===== src/rtl/sbfm_pkg.sv =====
package sbfm_pkg;
  // bit0 is vld, bit6 is l1hi (packed: first field is MSB)
  typedef struct packed {
    logic l1hi;
    logic l1lo;
    logic fault;
    logic squash;
    logic npf;
    logic exec;
    logic vld;
  } sbfm_flags_t;

  localparam int unsigned FLAG_W = 7;
endpackage


===== src/rtl/sbfm_table.sv =====
module sbfm_table
  import sbfm_pkg::*;
#(
  parameter int unsigned DEPTH  = 8,
  parameter int unsigned ADDR_W = 32,
  parameter int unsigned OFF_W  = 6,
  localparam int unsigned PW    = $clog2(DEPTH)
) (
  input  logic              clk,
  input  logic              rst_n,
  input  logic              wr_en,
  input  logic              wr_alloc,
  input  logic [PW-1:0]     wr_idx,
  input  sbfm_flags_t       wr_flags,
  input  logic [ADDR_W-1:0] wr_line_lo,
  input  logic [ADDR_W-1:0] wr_line_hi,
  input  logic              inv_en,
  input  logic [ADDR_W-1:0] inv_line,
  output sbfm_flags_t       flags   [DEPTH],
  output logic [ADDR_W-1:0] line_lo [DEPTH],
  output logic [ADDR_W-1:0] line_hi [DEPTH],
  output logic [DEPTH-1:0]  st_lo,
  output logic [DEPTH-1:0]  st_hi
);

  for (genvar i = 0; i < DEPTH; i++) begin : g_slot
    sbfm_flags_t       flags_d;
    logic [ADDR_W-1:0] lo_d, hi_d;
    logic              stlo_d, sthi_d, en_d;
    logic              sel, lo_m, hi_m;

    assign sel  = wr_en && (wr_idx == PW'(i));
    assign lo_m = inv_en && flags[i].vld && (line_lo[i] == inv_line);
    assign hi_m = inv_en && flags[i].vld && (line_hi[i] == inv_line);

    always_comb begin
      flags_d = flags[i];
      lo_d    = line_lo[i];
      hi_d    = line_hi[i];
      stlo_d  = st_lo[i];
      sthi_d  = st_hi[i];
      en_d    = 1'b0;
      if (sel) begin
        en_d    = 1'b1;
        flags_d = wr_flags;
        lo_d    = wr_line_lo;
        hi_d    = wr_line_hi;
        if (wr_alloc) begin
          flags_d.l1lo = 1'b0;
          flags_d.l1hi = 1'b0;
          stlo_d       = 1'b0;
          sthi_d       = 1'b0;
        end
      end else if (lo_m) begin
        en_d   = 1'b1;
        stlo_d = 1'b1;
      end else if (hi_m) begin
        en_d   = 1'b1;
        sthi_d = 1'b1;
      end
    end

    always_ff @(posedge clk or negedge rst_n) begin
      if (!rst_n) begin
        flags[i]   <= '0;
        line_lo[i] <= '0;
        line_hi[i] <= '0;
        st_lo[i]   <= 1'b0;
        st_hi[i]   <= 1'b0;
      end else if (en_d) begin
        flags[i]   <= flags_d;
        line_lo[i] <= lo_d;
        line_hi[i] <= hi_d;
        st_lo[i]   <= stlo_d;
        st_hi[i]   <= sthi_d;
      end
    end
  end

endmodule


===== src/rtl/sbfm_scan.sv =====
module sbfm_scan
  import sbfm_pkg::*;
#(
  parameter int unsigned DEPTH  = 8,
  parameter int unsigned ADDR_W = 32,
  localparam int unsigned PW    = $clog2(DEPTH)
) (
  input  sbfm_flags_t       flags   [DEPTH],
  input  logic [ADDR_W-1:0] line_lo [DEPTH],
  input  logic [ADDR_W-1:0] line_hi [DEPTH],
  input  logic [DEPTH-1:0]  st_lo,
  input  logic [DEPTH-1:0]  st_hi,
  input  logic [PW-1:0]     head,
  input  logic [PW-1:0]     tail,
  input  logic [ADDR_W-1:0] req_line,
  input  logic              req_exec,
  output logic              hit,
  output logic [PW-1:0]     src
);

  logic [DEPTH-1:0] blk, qual;

  for (genvar i = 0; i < DEPTH; i++) begin : g_cmp
    logic m_lo, m_hi, ok;
    assign m_lo = flags[i].vld && (line_lo[i] == req_line);
    assign m_hi = flags[i].vld && (line_hi[i] == req_line);
    assign ok   = flags[i].exec && flags[i].npf && !flags[i].squash && !flags[i].fault;
    assign blk[i]  = (m_lo && flags[i].l1lo) || (m_hi && flags[i].l1hi);
    assign qual[i] = ok && ((m_lo && !st_lo[i]) ||
                            (m_hi && !st_hi[i] && (line_hi[i] != '0)));
  end

  logic [PW-1:0] cnt;
  assign cnt = tail - head;

  always_comb begin
    logic          stop;
    logic [PW-1:0] idx;
    hit  = 1'b0;
    src  = '0;
    stop = req_exec;
    for (int k = 0; k < DEPTH; k++) begin
      idx = head + k[PW-1:0];
      if (!stop && (k < int'(cnt))) begin
        if (blk[idx]) begin
          stop = 1'b1;
        end else if (qual[idx]) begin
          stop = 1'b1;
          hit  = 1'b1;
          src  = idx;
        end
      end
    end
  end

endmodule


===== src/rtl/sb_fwd_match.sv =====
module sb_fwd_match
  import sbfm_pkg::*;
#(
  parameter int unsigned DEPTH      = 8,
  parameter int unsigned ADDR_W     = 32,
  parameter int unsigned LINE_BYTES = 64,
  localparam int unsigned PW        = $clog2(DEPTH),
  localparam int unsigned OFF_W     = $clog2(LINE_BYTES)
) (
  input  logic              clk,
  input  logic              rst_n,
  input  logic [PW-1:0]     head_i,
  input  logic [PW-1:0]     tail_i,
  input  logic              wr_en,
  input  logic              wr_alloc,
  input  logic [PW-1:0]     wr_idx,
  input  logic [6:0]        wr_status,
  input  logic [ADDR_W-1:0] wr_addr_lo,
  input  logic [ADDR_W-1:0] wr_addr_hi,
  input  logic              inv_en,
  input  logic [ADDR_W-1:0] inv_addr,
  input  logic              lk_req,
  input  logic [PW-1:0]     lk_slot,
  input  logic [ADDR_W-1:0] lk_addr,
  output logic              lk_done,
  output logic              lk_hit,
  output logic [PW-1:0]     lk_src
);

  localparam logic [ADDR_W-1:0] LINE_MASK = ~((ADDR_W'(1) << OFF_W) - ADDR_W'(1));

  sbfm_flags_t       flags   [DEPTH];
  logic [ADDR_W-1:0] line_lo [DEPTH];
  logic [ADDR_W-1:0] line_hi [DEPTH];
  logic [DEPTH-1:0]  ent_stlo, ent_sthi, ent_exec;
  logic              scan_hit;
  logic [PW-1:0]     scan_src;

  for (genvar i = 0; i < DEPTH; i++) begin : g_exec
    assign ent_exec[i] = flags[i].exec;
  end

  sbfm_table #(.DEPTH(DEPTH), .ADDR_W(ADDR_W), .OFF_W(OFF_W)) u_table (
    .clk        (clk),
    .rst_n      (rst_n),
    .wr_en      (wr_en),
    .wr_alloc   (wr_alloc),
    .wr_idx     (wr_idx),
    .wr_flags   (sbfm_flags_t'(wr_status)),
    .wr_line_lo (wr_addr_lo & LINE_MASK),
    .wr_line_hi (wr_addr_hi & LINE_MASK),
    .inv_en     (inv_en),
    .inv_line   (inv_addr & LINE_MASK),
    .flags      (flags),
    .line_lo    (line_lo),
    .line_hi    (line_hi),
    .st_lo      (ent_stlo),
    .st_hi      (ent_sthi)
  );

  sbfm_scan #(.DEPTH(DEPTH), .ADDR_W(ADDR_W)) u_scan (
    .flags    (flags),
    .line_lo  (line_lo),
    .line_hi  (line_hi),
    .st_lo    (ent_stlo),
    .st_hi    (ent_sthi),
    .head     (head_i),
    .tail     (tail_i),
    .req_line (lk_addr & LINE_MASK),
    .req_exec (ent_exec[lk_slot]),
    .hit      (scan_hit),
    .src      (scan_src)
  );

  logic          done_d, hit_d;
  logic [PW-1:0] src_d;

  always_comb begin
    done_d = lk_req;
    hit_d  = lk_req && scan_hit;
    src_d  = lk_req ? scan_src : lk_src;
  end

  always_ff @(posedge clk or negedge rst_n) begin
    if (!rst_n) begin
      lk_done <= 1'b0;
      lk_hit  <= 1'b0;
      lk_src  <= '0;
    end else begin
      lk_done <= done_d;
      lk_hit  <= hit_d;
      lk_src  <= src_d;
    end
  end

endmodule


===== config.mk =====
export PLATFORM = sky130hd
export DESIGN_NAME = sb_fwd_match
export DESIGN_NICKNAME = d
export VERILOG_FILES = /design/src/rtl/sbfm_pkg.sv /design/src/rtl/sbfm_table.sv /design/src/rtl/sbfm_scan.sv /design/src/rtl/sb_fwd_match.sv
export SDC_FILE = /design/constraint.sdc
export NUM_CORES = 2
export LEC_CHECK = 0
export BUFFER_PORTS_ARGS = -buffer_cell sky130_fd_sc_hd__buf_2
export CORE_MARGIN = 1.5
export CORE_UTILIZATION = 45
export DETAILED_ROUTE_END_ITERATION = 10
export GPL_ROUTABILITY_DRIVEN = 0
export PLACE_DENSITY_LB_ADDON = 0.1
export SYNTH_ARGS = -nofsm -noshare
export SYNTH_HDL_FRONTEND = slang
export SYNTH_SLANG_ARGS = --single-unit

===== constraint.sdc =====
create_clock -name clk -period 3.8 [get_ports clk]
set_input_delay 0.19 -clock clk [delete_from_list [all_inputs] [get_ports clk]]
set_output_delay 0.19 -clock clk [all_outputs]
set_load 0.05 [all_outputs]

==> impl.org <==
** Status
- The run finished with clean final reports.

** Pwr
- The analysis attributes to cell leakage a power of 17.5 nW.
- The design draws approximately 19 mW.
- VDD IR max :: 0.000375 V
- Power Density :: between 400 and 500 nW/um2

** Timing
- The max-slew violation count came to 0.
- For the pin with the worst max-slew slack, the measured transition is 1110 ps.
- Of the available clock period, the critical path in the final layout requires 99.1%.
- Worst max-slew margin expressed relative to the limit :: 26.3%
- For this run, the top clock speed supported by timing is approximately 270 MHz.
- In the post-route analysis, the smallest setup slack over all paths is ~33 ps.
- After routing, the total negative slack on setup checks comes to 0 ps.
- Unrepaired setup endpoints after global routing :: true
- Clock tree skew after final layout :: 29.8 ps
- Count of endpoints failing setup in the final report :: 0
- Final Hold Slack :: around 60 ps
- The number of hold violations in the final report came to 0.
- Shortest period the worst path allows :: 3770 ps

** Hold path
- Hold_sp :: head_i[0]
- Worst Hold Class :: input pin to register
- Worst hold path endpoint :: lk_src[0]
- The worst hold path was traced through 3 stages.

** Drt
- Total iterations of the first detailed-routing run :: 8
- Count of unresolved DRC violations after routing :: 0
- Dividing the detail-routed via count by the number of cells gives 6.26.
- In this run, the number of DRC markers left after iteration 0 of detailed routing was approximately 4.6k.
- The final layout contains routed wiring with a total length of around 160,000 um.
- Average routed wire per standard cell :: 30.9 um
- Via count of the routed design :: 31.4k
- The detail route stage leaves a number of antenna-violating nets equal to 0.

** Global routing
- The number of antenna violations at the first check in global routing was 9.
- The via count of the first global-routing pass is slightly above 30k.
- Remaining global-route overflow :: 0
- Entering global routing, the biggest net connects between 90 and 100 pins.
- Tot GR Track Use :: between 40 and 50%
- The first global-routing pass estimated 217,000 um of wire.

** Worst setup path
- CP cell instances :: xnor2_1 -> nand4_2 -> nor4_4 -> nand4_1 -> buf_4 -> a32o_1 -> a221oi_1 -> buf_4 -> or3_1 -> a2111oi_4 -> and4b_4 -> a222oi_1 -> o21ai_1
- FF-to-FF End :: lk_src[1]
- In this design, the stage delay of the slowest critical-path cell is ~520 ps.
- Register-to-Register Setup Slack :: between 30 and 40 ps
- Most common cell on crit path :: sky130_fd_sc_hd__buf_4
- Along the worst path, the maximum fanout reaches 4.
- R2r startpoint :: u_table.line_lo[24]
- Worst Setup Path Type :: register to register
- The slowest stage of the critical path is the sky130_fd_sc_hd__nor4_4 cell.
- STA classifies the critical path endpoint as a register.
- Startpoint type of the worst setup path :: register
- The number of cells on the worst reg-to-reg path is 13.
- Data on the critical path arrives at its endpoint at 4270 ps.
- Data on the critical path is required at its endpoint by roughly 4300 ps.

** Floorplanning
- Chip width :: 270 um
- The floorplan has 97 rows.
- Floorplan die area :: ~73,000 um2
- The initial utilization of the core area, before any placement, comes to a little under half.
- Pin placement for this block handled between 150 and 200 I/O pins.
- Placeable Area :: 70,300 um2
- The die is approximately 270 um tall.

** Placement
- Half-perimeter wire length after detailed placement :: approximately 110,000 um
- Count of input and output buffers :: 133
- After detailed placement, the total cell area comes to around 36,000 um2.
- Worst Setup Slack post-DPL :: -193 ps
- Once placement completed, the tool counted placed cells totaling around 4.9k.

** Clock tree
- In this run, CTS created clock tree buffers numbering 58.
- Clock-pin slew was measured on the worst setup and hold paths at approximately 60 ps.
- Worst skew pair latency :: about 650 ps
- Clock tree from TritonCTS :: done
- The clock passes through at most 3 buffers.
- Count of clock tree sinks :: roughly 500
- Clock root cell :: sky130_fd_sc_hd__clkbuf_16
- In this run the number of H-tree levels came out at 2.

** Logic synthesis
- Top FF cell, synth :: sky130_fd_sc_hd__dfrtp_1
- The synthesized design contains around 490 register bits.
- For this run, asynchronously set or reset flops after synthesis account for 100%.
- Library cells used by synthesis :: 87
- Seq/Total Area, Yosys :: between 30 and 40%
- Net count of the mapped netlist :: 3,824
- For this run, the number of Yosys warnings is 0.
- Number of enable flip-flop cells after synthesis :: 0
- The cell area that synthesis handed to floorplanning was 32,100 um2.
- Count of mapped cells out of synthesis :: roughly 3.7k
- Dividing the synthesized area by the synthesized cell count gives ~8.7 um2.

** Finish
- Most common cell after layout, fill and taps aside :: sky130_fd_sc_hd__nand2_1
- Compared with the post-synthesis result, the final layout area differs by 21.6%.
- Of the cells placed in the final design, the portion with a size suffix greater than 1 is between 20 and 25%.
- NumNets Final :: between 4k and 5k
- Commonest cells after routing, fill and taps aside :: 1,095 x sky130_fd_sc_hd__nand2_1, 487 x sky130_fd_sc_hd__dfrtp_1, 486 x sky130_fd_sc_hd__xnor2_1, 335 x sky130_fd_sc_hd__buf_4, 327 x sky130_fd_sc_hd__xor2_1
- Cells fill 55.5% of the core in the end.
- Final Cell Area :: 39,000 um2
- For this run, the number of standard cells in the final layout without fillers is 5,025.

** Job
- Number of violations of the max-capacitance limit :: 0
==> registers in the layout, indices dropped and copies added (netlist names) <==
register,cells
u_table.st_hi,8
u_table.flags,56
lk_hit,1
lk_done,1
u_table.line_lo,208
u_table.line_hi,208
u_table.st_lo,8
lk_src,3
==> repair_timing <==
item,in CTS,in global routing
setup buffers,0,1
hold buffers,60,0
pin swaps,1,10
endpoints found under the hold margin,391,0
gates resized for setup,3,64
endpoints found under the setup margin,3,4
cloned,0,0
==> worst max-delay path, delay by kind of cell (launching register included) <==
family / cells / cell delay (ps)
XOR/XNOR: 1 / 280
buffers and inverters: 2 / 420
flip-flops: 1 / 450
AO/OA/AOI/OAI: 5 / 1090
AND/OR/NAND/NOR: 5 / 1380
==> report_power, final <==
part	internal [mW]	leakage (nW)	total, mW	switching [mW]
clock network	3.67	1.03	6.17	2.50
logic	2.55	10.3	5.64	3.09
registers	6.24	6.16	7.59	1.35
total	12.4	17.5	19.4	6.94
==> cells by family (layout without fill, tap and decap cells) <==
kind of cell,count (synthesis),in the layout,share of synthesized area (%)
flip-flops,493,493,38.5
AND/OR/NAND/NOR,1717,1717,24.5
other,0,5,0
multiplexers,134,134,4.98
XOR/XNOR,818,818,22.3
buffers and inverters,305,718,5.05
AO/OA/AOI/OAI,196,196,4.46
adder cells (fa/ha/maj),4,4,0.180
==> worst max path at each step <==
stage,startpoint,to,slack [ps],cells past startpoint
4_1_cts,u_table.line_hi[12],lk_src[0],-10,12
6_report,u_table.line_lo[24],lk_src[1],30,13
3_5_place_dp,lk_addr[15],lk_src[1],-190,18
2_1_floorplan,head_i[0],lk_src[1],460,14
5_1_grt,u_table.line_lo[26],lk_src[0],-80,15
3_3_place_gp,lk_addr[15],lk_src[1],-200,18
==> cell usage after synthesis, drive strengths merged (9+ instances only) <==
cell    count  area, um2
nand2    1100       4130
dfrtp     493      12300
xnor2     491       4300
xor2      327       2860
clkbuf    202        758
nand4     186       1180
nor4      184       1160
mux2      115       1290
nand3      67        335
buf        66        722
nor2       56        210
o21ai      52        264
inv        37        139
nor3       28        140
nand2b     25        156
a21oi      22        110
and3       17        116
o31ai      13        103
a32oi      11        104
mux2i      10        100
or4        10       75.1
a211oi      9       80.1
mux4        9        203
nor4b       9       78.8
==> area by class of cell <==
class                   count  area (um2)
fillers                  6347       31300
diodes                      5        12.5
clock inverters            36         497
multi-input cells        2869       18500
inverters                  37         139
flip-flops and latches    493       12300
clock buffers              73        1600
well taps                 940        1180
repair buffers            572        4670
==> layer usage <==
metal,global-route usage [%],wire length [um],vias to the layer above
met5,0,49,-
met4,28.1,13100,4
met3,12.4,21400,695
met2,58.8,62800,2398
met1,54.4,57800,15289
li1,-,-,13054
Power figures use the tool's default switching activity.
